**src/rtl/spi_cfg_pkg.sv**
```systemverilog
package spi_cfg_pkg;

    localparam logic [7:0] OP_RD_ID   = 8'h07;
    localparam logic [7:0] OP_RD_STAT = 8'h09;
    localparam logic [7:0] OP_ERASE   = 8'h70;
    localparam logic [7:0] OP_REFRESH = 8'h71;
    localparam logic [7:0] OP_WR_EN   = 8'h4A;
    localparam logic [7:0] OP_WR_DIS  = 8'h4F;
    localparam logic [7:0] OP_WR_INC  = 8'h41;

    localparam logic [31:0] DEV_ID_A    = 32'hC208_8080;
    localparam logic [31:0] DEV_ID_B    = 32'hC204_8080;
    localparam logic [31:0] STAT_ERASED = 32'h0001_0000;
    localparam logic [31:0] STAT_CONFIG = 32'h0000_4000;

    typedef enum logic [3:0] {
        STP_ID, STP_STAT0, STP_REFRESH, STP_WEN, STP_ERASE,
        STP_POLL, STP_BURST, STP_WDIS, STP_FINAL
    } step_t;

    typedef enum logic [2:0] {
        ERR_NONE    = 3'd0,
        ERR_EMPTY   = 3'd1,
        ERR_BADID   = 3'd2,
        ERR_TIMEOUT = 3'd3,
        ERR_NOTDONE = 3'd4
    } err_t;

    function automatic logic [7:0] opcode_of(step_t s);
        unique case (s)
            STP_ID:      return OP_RD_ID;
            STP_REFRESH: return OP_REFRESH;
            STP_WEN:     return OP_WR_EN;
            STP_ERASE:   return OP_ERASE;
            STP_BURST:   return OP_WR_INC;
            STP_WDIS:    return OP_WR_DIS;
            default:     return OP_RD_STAT;
        endcase
    endfunction

    function automatic logic is_read(step_t s);
        return (s == STP_ID) || (s == STP_STAT0) || (s == STP_POLL) || (s == STP_FINAL);
    endfunction

endpackage

```
**src/rtl/spi_cfg_byte_eng.sv**
```systemverilog
module spi_cfg_byte_eng #(
    parameter int HALF_DIV = 4
) (
    input  logic       clk,
    input  logic       rst_n,
    input  logic       go_i,
    input  logic [7:0] tx_i,
    output logic [7:0] rx_o,
    output logic       done_o,
    output logic       sclk_o,
    output logic       mosi_o,
    input  logic       miso_i
);
    localparam int DW = (HALF_DIV > 1) ? $clog2(HALF_DIV) : 1;
    localparam logic [DW-1:0] DIV_LAST = DW'(HALF_DIV - 1);

    logic          active_q;
    logic [DW-1:0] div_q;
    logic [2:0]    bit_q;
    logic [7:0]    sh_q;
    logic [7:0]    rx_q;
    logic          sclk_q;
    logic          done_q;

    always_ff @(posedge clk or negedge rst_n) begin
        if (!rst_n) begin
            active_q <= 1'b0;
            div_q    <= '0;
            bit_q    <= '0;
            sh_q     <= '0;
            rx_q     <= '0;
            sclk_q   <= 1'b0;
            done_q   <= 1'b0;
        end else begin
            done_q <= 1'b0;
            if (!active_q) begin
                if (go_i) begin
                    active_q <= 1'b1;
                    sh_q     <= tx_i;
                    div_q    <= '0;
                    bit_q    <= '0;
                    sclk_q   <= 1'b0;
                end
            end else if (div_q == DIV_LAST) begin
                div_q <= '0;
                if (!sclk_q) begin
                    sclk_q <= 1'b1;
                    rx_q   <= {rx_q[6:0], miso_i};
                end else begin
                    sclk_q <= 1'b0;
                    if (bit_q == 3'd7) begin
                        active_q <= 1'b0;
                        done_q   <= 1'b1;
                    end else begin
                        bit_q <= bit_q + 3'd1;
                        sh_q  <= {sh_q[6:0], 1'b0};
                    end
                end
            end else begin
                div_q <= div_q + DW'(1);
            end
        end
    end

    assign sclk_o = sclk_q;
    assign mosi_o = active_q & sh_q[7];
    assign rx_o   = rx_q;
    assign done_o = done_q;


    sclk_idle_chk: assert property (@(posedge clk) disable iff (!rst_n)
        !active_q |-> !sclk_o);

    mosi_setup_chk: assert property (@(posedge clk) disable iff (!rst_n)
        $rose(sclk_o) |-> $stable(mosi_o));

endmodule

```
**src/rtl/spi_cfg_seq.sv**
```systemverilog
module spi_cfg_seq
    import spi_cfg_pkg::*;
#(
    parameter int HALF_DIV      = 4,
    parameter int POLL_INTERVAL = 1000000,
    parameter int POLL_LIMIT    = 500
) (
    input  logic       clk,
    input  logic       rst_n,
    input  logic       start_i,
    input  logic       img_empty_i,
    input  logic [7:0] img_data_i,
    input  logic       img_valid_i,
    input  logic       img_last_i,
    output logic       img_ready_o,
    output logic       spi_sclk_o,
    output logic       spi_mosi_o,
    input  logic       spi_miso_i,
    output logic       spi_cs_n_o,
    output logic       busy_o,
    output logic       done_o,
    output logic       err_o,
    output logic [2:0] err_code_o
);
    localparam int GAP_CYC = 4 * HALF_DIV;
    localparam int GW = $clog2(GAP_CYC + 2);
    localparam int WW = $clog2(POLL_INTERVAL + 1);
    localparam int PW = $clog2(POLL_LIMIT + 1);

    typedef enum logic [2:0] {
        S_IDLE, S_OPEN, S_XFER, S_BURST, S_BURST_X, S_GAP, S_EVAL, S_WAIT
    } state_t;

    state_t        state_q;
    step_t         step_q;
    logic [2:0]    idx_q;
    logic [31:0]   resp_q;
    logic [GW-1:0] gap_q;
    logic [WW-1:0] wait_q;
    logic [PW-1:0] poll_q;
    logic          go_q;
    logic [7:0]    tx_q;
    logic          last_q;
    logic          done_q;
    err_t          err_q;

    logic       eng_done;
    logic [7:0] eng_rx;
    logic       cs_act;

    spi_cfg_byte_eng #(.HALF_DIV(HALF_DIV)) eng_i (
        .clk    (clk),
        .rst_n  (rst_n),
        .go_i   (go_q),
        .tx_i   (tx_q),
        .rx_o   (eng_rx),
        .done_o (eng_done),
        .sclk_o (spi_sclk_o),
        .mosi_o (spi_mosi_o),
        .miso_i (spi_miso_i)
    );

    always_ff @(posedge clk or negedge rst_n) begin
        if (!rst_n) begin
            state_q <= S_IDLE;
            step_q  <= STP_ID;
            idx_q   <= '0;
            resp_q  <= '0;
            gap_q   <= '0;
            wait_q  <= '0;
            poll_q  <= '0;
            go_q    <= 1'b0;
            tx_q    <= '0;
            last_q  <= 1'b0;
            done_q  <= 1'b0;
            err_q   <= ERR_NONE;
        end else begin
            go_q <= 1'b0;
            unique case (state_q)
                S_IDLE: begin
                    if (start_i) begin
                        done_q <= 1'b0;
                        err_q  <= ERR_NONE;
                        if (img_empty_i) begin
                            done_q <= 1'b1;
                            err_q  <= ERR_EMPTY;
                        end else begin
                            step_q  <= STP_ID;
                            poll_q  <= '0;
                            state_q <= S_OPEN;
                        end
                    end
                end
                S_OPEN: begin
                    tx_q    <= opcode_of(step_q);
                    go_q    <= 1'b1;
                    idx_q   <= '0;
                    state_q <= S_XFER;
                end
                S_XFER: begin
                    if (eng_done) begin
                        if (is_read(step_q) && idx_q[2])
                            resp_q <= {resp_q[23:0], eng_rx};
                        if (step_q == STP_BURST && idx_q == 3'd3) begin
                            state_q <= S_BURST;
                        end else if ((!is_read(step_q) && idx_q == 3'd3) || idx_q == 3'd7) begin
                            gap_q   <= '0;
                            state_q <= S_GAP;
                        end else begin
                            idx_q <= idx_q + 3'd1;
                            tx_q  <= (step_q == STP_BURST) ? 8'hFF : 8'h00;
                            go_q  <= 1'b1;
                        end
                    end
                end
                S_BURST: begin
                    if (img_valid_i) begin
                        tx_q    <= img_data_i;
                        last_q  <= img_last_i;
                        go_q    <= 1'b1;
                        state_q <= S_BURST_X;
                    end
                end
                S_BURST_X: begin
                    if (eng_done) begin
                        if (last_q) begin
                            gap_q   <= '0;
                            state_q <= S_GAP;
                        end else begin
                            state_q <= S_BURST;
                        end
                    end
                end
                S_GAP: begin
                    gap_q <= gap_q + GW'(1);
                    if (gap_q == GW'(GAP_CYC - 1))
                        state_q <= S_EVAL;
                end
                S_WAIT: begin
                    wait_q <= wait_q + WW'(1);
                    if (wait_q == WW'(POLL_INTERVAL - 1))
                        state_q <= S_OPEN;
                end
                S_EVAL: begin
                    state_q <= S_OPEN;
                    unique case (step_q)
                        STP_ID: begin
                            if (resp_q == DEV_ID_A || resp_q == DEV_ID_B) begin
                                step_q <= STP_STAT0;
                            end else begin
                                done_q  <= 1'b1;
                                err_q   <= ERR_BADID;
                                state_q <= S_IDLE;
                            end
                        end
                        STP_STAT0:   step_q <= STP_REFRESH;
                        STP_REFRESH: step_q <= STP_WEN;
                        STP_WEN:     step_q <= STP_ERASE;
                        STP_ERASE:   step_q <= STP_POLL;
                        STP_POLL: begin
                            if (resp_q == STAT_ERASED) begin
                                step_q <= STP_BURST;
                            end else if (poll_q == PW'(POLL_LIMIT - 1)) begin
                                done_q  <= 1'b1;
                                err_q   <= ERR_TIMEOUT;
                                state_q <= S_IDLE;
                            end else begin
                                poll_q  <= poll_q + PW'(1);
                                wait_q  <= '0;
                                state_q <= S_WAIT;
                            end
                        end
                        STP_BURST: step_q <= STP_WDIS;
                        STP_WDIS:  step_q <= STP_FINAL;
                        STP_FINAL: begin
                            done_q  <= 1'b1;
                            err_q   <= ((resp_q & STAT_CONFIG) != 32'd0) ? ERR_NONE : ERR_NOTDONE;
                            state_q <= S_IDLE;
                        end
                        default: state_q <= S_IDLE;
                    endcase
                end
                default: state_q <= S_IDLE;
            endcase
        end
    end

    always_comb begin
        cs_act      = (state_q == S_OPEN) || (state_q == S_XFER) ||
                      (state_q == S_BURST) || (state_q == S_BURST_X);
        spi_cs_n_o  = !cs_act;
        img_ready_o = (state_q == S_BURST);
        busy_o      = (state_q != S_IDLE);
        done_o      = done_q;
        err_o       = done_q && (err_q != ERR_NONE);
        err_code_o  = err_q;
    end

    logic [GW-1:0] hi_cnt_q;
    logic          framed_q;
    always_ff @(posedge clk or negedge rst_n) begin
        if (!rst_n) begin
            hi_cnt_q <= '0;
            framed_q <= 1'b0;
        end else begin
            if (!busy_o)          framed_q <= 1'b0;
            else if (!spi_cs_n_o) framed_q <= 1'b1;
            if (!spi_cs_n_o)                             hi_cnt_q <= '0;
            else if (hi_cnt_q != GW'(GAP_CYC + 1))       hi_cnt_q <= hi_cnt_q + GW'(1);
        end
    end


    cs_gap_chk: assert property (@(posedge clk) disable iff (!rst_n)
        (framed_q && $fell(spi_cs_n_o)) |-> (hi_cnt_q >= GW'(GAP_CYC)));

    ready_burst_chk: assert property (@(posedge clk) disable iff (!rst_n)
        img_ready_o |-> (step_q == STP_BURST && idx_q == 3'd3));

    empty_quiet_chk: assert property (@(posedge clk) disable iff (!rst_n)
        (start_i && !busy_o && img_empty_i) |=> (!busy_o && spi_cs_n_o && err_code_o == 3'd1 && done_o));

    badid_chk: assert property (@(posedge clk) disable iff (!rst_n)
        (state_q == S_EVAL && step_q == STP_ID && resp_q != DEV_ID_A && resp_q != DEV_ID_B)
        |=> (done_o && err_code_o == 3'd2 && spi_cs_n_o));

    poll_limit_chk: assert property (@(posedge clk) disable iff (!rst_n)
        busy_o |-> (poll_q < PW'(POLL_LIMIT)));

    done_idle_chk: assert property (@(posedge clk) disable iff (!rst_n)
        done_o |-> !busy_o);

endmodule

```
**config.mk**
```make
export PLATFORM = sky130hd
export DESIGN_NAME = spi_cfg_seq
export DESIGN_NICKNAME = d
export VERILOG_FILES = /design/src/rtl/spi_cfg_pkg.sv /design/src/rtl/spi_cfg_byte_eng.sv /design/src/rtl/spi_cfg_seq.sv
export SDC_FILE = /design/constraint.sdc
export NUM_CORES = 1
export LEC_CHECK = 0
export ABC_AREA = 0
export BUFFER_PORTS_ARGS = -buffer_cell sky130_fd_sc_hd__buf_2
export CORE_ASPECT_RATIO = 1.2
export CORE_MARGIN = 2
export CORE_UTILIZATION = 30
export CTS_CLUSTER_SIZE = 14
export DETAILED_ROUTE_END_ITERATION = 10
export PLACE_DENSITY = 0.48
export SLEW_MARGIN = 20
export SYNTH_ARGS = -nofsm -noshare
export SYNTH_HDL_FRONTEND = slang
export SYNTH_SLANG_ARGS = --single-unit
```
**constraint.sdc**
```tcl
create_clock -name clk -period 2.65 [get_ports clk]
set_input_delay 0.53 -clock clk [delete_from_list [all_inputs] [get_ports clk]]
set_output_delay 0.53 -clock clk [all_outputs]
set_load 0.01 [all_outputs]
```
* Yosys cells after proc, flatten, opt, wreduce, memory -nomap -nowiden
Index checks and enable logic that the tools add are counted.
** Word-level totals
- Logic and storage cells :: 209
- Bits in registers :: 114
- Bits of input ports :: 15
- Output and inout port bits :: 10
** Cells by class
- Muxes and demuxes :: 94
- Add/sub/neg operators :: 6
- Bitwise operators :: 2
- Equality and inequality tests :: 50
- Reductions and logical operators :: 38
** Operators by type and width (number)
- 2-to-1 mux 8 bit :: 10
- 2-to-1 mux 3 bit :: 25
- == test 32 bit, second input constant :: 2
- 2-to-1 mux 20 bit :: 3
- 2-to-1 mux 9 bit :: 5
- case mux 7 bit (6 select lines) :: 1
- case mux 20 bit (2 select lines) :: 1
- == test 32 x 17 -> 1 bit, second input constant :: 1
- case mux 4 bit (8 select lines) :: 1
- inequality test 2 bit, second input constant :: 15
- 2-to-1 mux 5 bit :: 5
- 2-to-1 mux 1 bit :: 24
- case mux 3 bit (8 select lines) :: 1
- case mux 8 bit (3 select lines) :: 1
- AND reduction 6 bit :: 4
- adder 20 x 1 -> 20 bit, second input constant :: 1
- == test 20 bit, second input constant :: 1
- == test 3 bit, second input constant :: 6
- inequality test 3 bit, second input constant :: 6
- case mux 3 bit (3 select lines) :: 2
- case mux 9 bit (2 select lines) :: 1
- == test 4 x 3 -> 1 bit, second input constant :: 4
- 2-to-1 mux 4 bit :: 4
- case mux 5 bit (3 select lines) :: 1
- 35 further kinds :: 65

* Logic depth before layout (Yosys ltp)
Gate-level depths: netlist (run 1).
- Depth in word-level cells :: 11
- Mapped depth :: 9
- Gate-level depth less buffers :: 9

* Modules after synthesis
From an unflattened synthesis (run 1), not the netlist that was laid out.
** Unflattened totals
- Cells, all modules :: 547
- Area total of the unflattened synthesis :: 5948.2 um2
** By module, submodules not included
- spi_cfg_seq :: area an instance 4868.4 um2, instances 1, sequential area each 2252.2 um2, cells an instance 473
- spi_cfg_byte_eng :: area an instance 1079.8 um2, instances 1, sequential area each 600.6 um2, cells an instance 74

* Least setup slack after synthesis (run 1)
OpenSTA, ideal clock, no wires.
- Kind :: reg2reg
- Start point :: register idx_q[0]
- End point :: register tx_q[2]
- Period minus slack after synthesis :: 2.227 ns
- Stages on the path, launching flop included :: 9
- Required time :: 2.525 ns
- Data arrival time :: 2.102 ns
- Setup time :: 0.125 ns
- Buffers on the path :: 2
- Slack :: 0.423 ns
- Cells stage by stage :: dfrtp_1 -> ha_1 -> ha_1 -> o31a_1 -> or4b_1 -> buf_2 -> o31a_1 -> buf_6 -> mux2_4
** Between the ends
- Cells in the longest elaborated chain, start to end :: 5
- Elaborated cells between the ends (all ways) :: 8
- Classes of those cells :: eq/ne (4); reduce/logical (4)
** Ends and longest elaborated chain
- start: declaration :: RTL line spi_cfg_seq.sv:36 : logic [2:0] idx_q;
- start signal: assignment :: RTL line spi_cfg_seq.sv:110 : idx_q <= idx_q + 3'd1;
- == test 3 x 2 -> 1 bit :: RTL line spi_cfg_seq.sv:104, spi_cfg_seq.sv:106
- logical AND 1 bit :: RTL line spi_cfg_seq.sv:106 : end else if ((!is_read(step_q) && idx_q == 3'd3) || idx_q == 3'd7) begin
- logical OR 1 bit :: RTL line spi_cfg_seq.sv:106
- inequality test 2 bit (no source line)
- AND reduction 5 bit (no source line) (*)
- end signal: assignment :: RTL line spi_cfg_seq.sv:95 : tx_q <= opcode_of(step_q);
- end signal: assignment :: RTL line spi_cfg_seq.sv:111 : tx_q <= (step_q == STP_BURST) ? 8'hFF : 8'h00;
- end signal: assignment :: RTL line spi_cfg_seq.sv:118 : tx_q <= img_data_i;
- end: declaration :: RTL line spi_cfg_seq.sv:42 : logic [7:0] tx_q;
Every way passes the cells marked *; elsewhere a longest branch is shown, timed or not.
A chain may end at the register's enable or synchronous reset.

* Worst setup path after layout (run 1)
- Start point :: register state_q[0]
- End point :: output port spi_cs_n_o
** Between the ends
- Cells in the longest elaborated chain, start to end :: 5
- Elaborated cells between the ends (all ways) :: 8
- Classes of those cells :: eq/ne (4); reduce/logical (4)
** Ends and longest elaborated chain
- start: declaration :: RTL line spi_cfg_seq.sv:34 : state_t state_q;
- start signal: assignment :: RTL line spi_cfg_seq.sv:65 : state_q <= S_IDLE;
- start signal: assignment :: RTL line spi_cfg_seq.sv:90 : state_q <= S_OPEN;
- start signal: assignment :: RTL line spi_cfg_seq.sv:98 : state_q <= S_XFER;
- == test 3 x 1 -> 1 bit or == test 3 x 2 -> 1 bit (tied branches) :: RTL line spi_cfg_seq.sv:189 : cs_act = (state_q == S_OPEN) || (state_q == S_XFER) ||
- logical OR 1 bit (2 in series) :: RTL line spi_cfg_seq.sv:189
- logical OR 1 bit (*) :: RTL line spi_cfg_seq.sv:190 : (state_q == S_BURST) || (state_q == S_BURST_X);
- logical NOT 1 bit (*) :: RTL line spi_cfg_seq.sv:191 : spi_cs_n_o = !cs_act;
- end: declaration :: RTL line spi_cfg_seq.sv:19 : output logic spi_cs_n_o,
Marked as above.

==> results.json, run 1 <==
{
  "outcome": "finished, final reports clean",
  "cts_tree": "done",
  "num_antenna_cells": 0,
  "clockBufferDepth": 2,
  "reg2reg_slack_ns": 0.22,
  "cpMaxStageDelayCell": "nor3_1",
  "nFillCells": 1974,
  "finalSetupViolCount": 0,
  "critPathCaptureType": "output pin",
  "ys_types": 68,
  "antenna_found_initial": 0,
  "netlist_area_um2": 5860,
  "cts_setup_buffers": 0,
  "reg2reg_from": "step_q[2]",
  "nets": 632,
  "synth_area_leaders": "dfrtp_1 49%, mux2_2 8.1%, nand2_1 4.2%",
  "yosysTopAreaCell": "dfrtp_1",
  "dp_hpwl_um": 9780,
  "async_flop_share_pct": 100,
  "clkPwrFrac_pct": 55.3,
  "min_period_over_period_pct": 92.0,
  "globalplace.congestion": 0.804,
  "start_util_pct": 30.3,
  "dr.first_iter.drc_count": 262,
  "clock_latency_ns": 0.42,
  "crit_chain": "buf_4 -> nor3_1 -> inv_1 -> nand2_1 -> buf_2",
  "ant_nets": 0,
  "grt_max_degree": 51,
  "drive_above_1_share_pct": 22.5,
  "hold_buffers": 0,
  "r2r_end": "wait_q[14]",
  "p_switching_mw": 0.901,
  "drv_cap": 0,
  "cpPeakStageDelay_ns": 0.55,
  "ys_ff_latch": 114,
  "track_usage_pct": 14.1,
  "core-area_um2": 19300,
  "multi_input_area_um2": 2850,
  "finClkSkew_ns": 0.0120,
  "cts_sinks": 114,
  "p_int_mw": 3.15,
  "vdd_drop_max_mv": 0.501,
  "maxSlewHeadroom_pct": 56.1,
  "pwr-share-seq_pct": 43.2,
  "hold_class": "in -> async",
  "drc": 0,
  "layout_min_cycle_time_ns": 2.44,
  "grt_overflow": 0,
  "num_rows": 56,
  "crit_type": "reg -> out",
  "crit_buf_inv": 3,
  "switching_share_pct": 22.2,
  "syn_area_per_cell_um2": 10.3,
  "fin_setup_tns_ns": 0,
  "post-synth-top-count-cell": "dfrtp_1",
  "powerDensity_nw_per_um2": 583,
  "synth_nets": 596,
  "r2r_cells": 6,
  "drv_slew": 0,
  "hold_violations": 0,
  "register_area_um2": 2850,
  "die_h_um": 157,
  "synth_common_cells": "114 x dfrtp_1, 65 x nand2_1, 42 x mux2_2",
  "leakagePower_nw": 3.20,
  "grt_pass1_wl_um": 23200,
  "combPwrFrac_pct": 1.5,
  "dieArea_um2": 20700,
  "start_kind": "register",
  "synthesis.yosys.warnings": 0,
  "pin_count": 25,
  "synth-edff-count": 0,
  "syn_to_final_growth_pct": 18.5,
  "wl_um": 13800,
  "numCtsBuffers": 17,
  "cp_max_fo": 23,
  "wl_per_cell_um": 15.7,
  "synth_top_area_share_pct": 48.7,
  "cp_top_family": "simple AND/OR/NAND/NOR gates",
  "syn_inst": 571,
  "max_freq_ghz": 0.410,
  "ys.flop_type": "dfrtp_1",
  "firstDrtPassIters": 4,
  "yosysSeqAreaShare_pct": 48.7,
  "rsz0062_at_grt": "no",
  "crit_required_ns": 2.12,
  "routed_via_density": 5.12,
  "cts_root_buffer": "clkbuf_16",
  "final_util_pct": 35.9,
  "htreeDepth": 4,
  "cp.arrival_ns": 1.91,
  "grt_pass1_vias": 4670,
  "vias": 4505,
  "io_buffers": 24,
  "clk_pin_slew_ns": 0.06,
  "worst_pin_slew_ns": 0.653,
  "fp.dieW_um": 132
}
==> cell families (layout without fill, tap and decap cells) <==
group           count (synthesis)  count (layout)  synth area share [%]
flops                         114             114                  48.7
xor+xnor                        5               5                 0.747
compound gates                130             130                  14.5
buf+inv                        41              89                  2.94
simple gates                  212             212                  19.8
fa+ha+maj                      10              10                  2.13
mux                            59              59                  11.2
==> layout make-up <==
class	count	area share, %
flip-flops and latches	114	41.0
multi-input cells	416	41.0
clock buffers	17	6.12
well taps	261	4.70
repair buffers	45	4.21
clock inverters	14	2.27
inverters	13	0.702
==> registers in the layout, indices dropped and copies added, names as in the netlist, 2 cells and up <==
name	cells
poll_q	9
err_code_o	3
wait_q	20
eng_i.div_q	2
resp_q	32
idx_q	3
eng_i.bit_q	3
tx_q	8
eng_i.sh_q	8
eng_i.rx_o	8
gap_q	5
step_q	4
state_q	3
==> worst max path at each step <==
stage | start | end | slack (ns) | cells after the start
after floorplan | idx_q[0] | tx_q[2] | 0.42 | 8
after global placement | step_q[2] | tx_q[0] | 0.31 | 6
after detailed placement | step_q[2] | wait_q[14] | 0.25 | 6
after CTS | state_q[0] | img_ready_o | 0.09 | 4
after global routing | step_q[0] | wait_q[14] | 0.009 | 6
final | state_q[0] | spi_cs_n_o | 0.21 | 5
==> routing by layer <==
layer / vias to the layer above / track usage, % / part of all wire (%)
met1: 2245 / 16.4 / 43
met3: 11 / 3.12 / 2.9
li1: 2192 / - / -
met5: - / 0 / 0
met2: 57 / 25.5 / 53
met4: 0 / 5.12 / 1.2
==> stage by stage <==
step	power, mW	instance area, µm²	hold slack [ns]	setup WS (ns)	instances
6_report	4.05	6950	0.0851	0.213	880
5_1_grt	4.20	6950	0.118	0.00892	880
4_1_cts	4.13	6950	0.0979	0.0924	880
3_5_place_dp	1.85	6360	0.460	0.254	849
3_3_place_gp	1.84	6360	0.460	0.307	849
2_1_floorplan	1.79	5860	0.234	0.423	571
==> what timing repair did <==
item,CTS,global route
resized for setup,0,1
setup endpoints to repair,0,1
endpoints found under the hold margin,0,0
==> power groups by stage <==
stage / Combinational (mW) / Sequential, mW / Clock (mW)
2_1_floorplan: 0.00648 / 1.78 / 0
3_3_place_gp: 0.0616 / 1.78 / 0
3_5_place_dp: 0.0637 / 1.78 / 0
4_1_cts: 0.0639 / 1.75 / 2.31
5_1_grt: 0.0698 / 1.75 / 2.38
6_report: 0.0591 / 1.75 / 2.24
==> worst reg2reg max path: cells and delay by family (launching register included) <==
family | cells | cell delay (ns)
and+or+nand+nor | 4 | 1.33
DFF | 1 | 0.53
AOI/OAI and AO/OA | 2 | 0.51
==> placed cells by master (no fill, tap or decap), drive strengths merged, types with 8 or more instances in the layout <==
master / n
dfrtp: 114
nand2: 66
mux2: 46
buf: 45
o21ai: 39
nor2: 33
a21oi: 31
nand3: 19
clkbuf: 17
inv: 16
mux2i: 13
nor4: 11
nor3: 10
ha: 10
and3: 10
nand4: 9
nor2b: 8
No activity file was read; power rests on OpenSTA's default activity.
==> run 2: changes to the inputs <==
--- a/config.mk
+++ b/config.mk
@@ -10,9 +10,11 @@
 export CORE_ASPECT_RATIO = 1.2
 export CORE_MARGIN = 2
 export CORE_UTILIZATION = 30
+export CTS_BUF_LIST = sky130_fd_sc_hd__clkbuf_16
 export CTS_CLUSTER_SIZE = 14
 export DETAILED_ROUTE_END_ITERATION = 10
 export PLACE_DENSITY = 0.48
+export RECOVER_POWER = 50
 export SLEW_MARGIN = 20
 export SYNTH_ARGS = -nofsm -noshare
 export SYNTH_HDL_FRONTEND = slang
==> results.json, run 2 (synthesis results as in run 1) <==
{
  "globalplace.congestion": 0.804,
  "pin_count": 25,
  "switching_share_pct": 22.2,
  "vdd_drop_max_mv": 0.502,
  "leakagePower_nw": 3.19,
  "num_antenna_cells": 0,
  "die_h_um": 157,
  "fp.dieW_um": 132,
  "htreeDepth": 4,
  "firstDrtPassIters": 4,
  "nFillCells": 1973,
  "syn_to_final_growth_pct": 18.4,
  "drv_cap": 1,
  "reg2reg_slack_ns": 0.22,
  "fin_area_um2": 6940,
  "core-area_um2": 19300,
  "cp.arrival_ns": 1.91,
  "routed_via_density": 5.11,
  "ant_nets": 0,
  "vias": 4498,
  "finalSetupViolCount": 0,
  "hold_class": "in -> reg",
  "finClkSkew_ns": 0.0120,
  "dieArea_um2": 20700,
  "postPlaceCellArea_um2": 6360,
  "reg_top3": "resp_q (32), wait_q (20), poll_q (9)",
  "pwr-share-seq_pct": 43.2,
  "dp_hpwl_um": 9780,
  "cp_max_fo": 23,
  "cts_root_buffer": "clkbuf_16",
  "grt_pass1_wl_um": 23200,
  "grt_max_degree": 51,
  "hold_buffers": 0,
  "outcome": "finished with violations",
  "final_common_cell": "dfrtp_1",
  "reg2reg_from": "step_q[2]",
  "wl_um": 13800,
  "min_period_over_period_pct": 92.0,
  "powerDensity_nw_per_um2": 584,
  "antenna_found_initial": 0,
  "drive_above_1_share_pct": 22.1,
  "violations": "max-capacitance violations, max-slew violations",
  "clk_pin_slew_ns": 0.06,
  "cp-endpoint": "spi_cs_n_o",
  "combPwrFrac_pct": 1.4,
  "p_switching_mw": 0.902,
  "crit_required_ns": 2.12,
  "wl_per_cell_um": 15.7,
  "nets": 632,
  "num_rows": 56,
  "track_usage_pct": 14.1,
  "maxSlewHeadroom_pct": -47.0,
  "start_kind": "register",
  "worst_pin_slew_ns": 2.21,
  "grt_overflow": 0,
  "rsz0062_at_grt": "no",
  "drc": 0,
  "critPathCaptureType": "output pin",
  "r2r_end": "wait_q[14]",
  "io_buffers": 24,
  "clkPwrFrac_pct": 55.3,
  "max_freq_ghz": 0.410,
  "largest_register_ffs": 32,
  "hold_violations": 0,
  "start_util_pct": 30.3,
  "fin_setup_tns_ns": 0,
  "cts_sinks": 114,
  "numCtsBuffers": 17,
  "largest-register": "resp_q",
  "cts_tree": "done",
  "r2r_cells": 6,
  "drv_slew": 37,
  "dr.first_iter.drc_count": 265,
  "crit_start": "state_q[0]",
  "clockBufferDepth": 2,
  "cts_setup_buffers": 0,
  "mostFrequentLayoutCells": "114 x dfrtp_1, 65 x nand2_1, 42 x mux2_2",
  "layout_min_cycle_time_ns": 2.44,
  "crit_type": "reg -> out",
  "grt_pass1_vias": 4670,
  "p_int_mw": 3.15,
  "clock_latency_ns": 0.42
}
[run 2: per-layer routing]
layer  vias up  global-route usage (%)  part of all wire [%]
met5         -                       0                     0
met4         0                    5.12                   1.2
met3        11                    3.12                   2.8
met2        57                    25.5                    53
met1      2238                    16.4                    43
li1       2192                       -                     -
[run 2: repair_timing]
item | 4_1_cts | 5_1_grt
endpoints found under the setup margin | 0 | 1
resized for setup | 0 | 1
endpoints found under the hold margin | 0 | 0
[run 2: power groups by stage]
| stage | combinational, mW | sequential [mW] | clock (mW) |
|---|---|---|---|
| after detailed placement | 0.0637 | 1.78 | 0 |
| final | 0.0587 | 1.75 | 2.24 |
| after floorplan | 0.00648 | 1.78 | 0 |
| after CTS | 0.0639 | 1.75 | 2.31 |
| after global routing | 0.0695 | 1.75 | 2.38 |
| after global placement | 0.0616 | 1.78 | 0 |
[run 2: cell type report]
cell class / count / area [µm²] / area share [%]
clock inverters: 14 / 158 / 2.27
well taps: 261 / 327 / 4.70
multi-input cells: 416 / 2850 / 41.0
repair buffers: 45 / 285 / 4.11
clock buffers: 17 / 425 / 6.13
flip-flops and latches: 114 / 2850 / 41.1
inverters: 13 / 48.8 / 0.703
[run 2: stage by stage]
stage	hold slack, ns	util (%)	instances	power (mW)	worst slack, ns
final	0.338	35.9	880	4.05	0.213
after global routing	0.340	35.9	880	4.20	0.00892
after CTS	0.0979	35.9	880	4.13	0.0924
after detailed placement	0.460	32.9	849	1.85	0.254
after global placement	0.460	32.9	849	1.84	0.307
after floorplan	0.234	-	571	1.79	0.423
[run 2: worst min-delay path by stage]
stage | cells after the start | endpoint | startpoint | slack, ns
finish | 2 | eng_i.rx_o[0] | spi_miso_i | 0.34
global route | 2 | eng_i.rx_o[0] | spi_miso_i | 0.34
CTS | 1 | poll_q[7] | rst_n | 0.1
detailed placement | 2 | eng_i.sh_q[0] | eng_i.sh_q[0] | 0.46
global placement | 2 | eng_i.sh_q[0] | eng_i.sh_q[0] | 0.46
floorplan | 0 | done_o | rst_n | 0.23
[run 2: worst max-delay path, stage by stage, from the launching register on]
cell	delay [ns]
dfrtp_1	0.38
buf_4	0.22
nor3_1	0.55
inv_1	0.13
nand2_1	0.08
buf_2	0.12
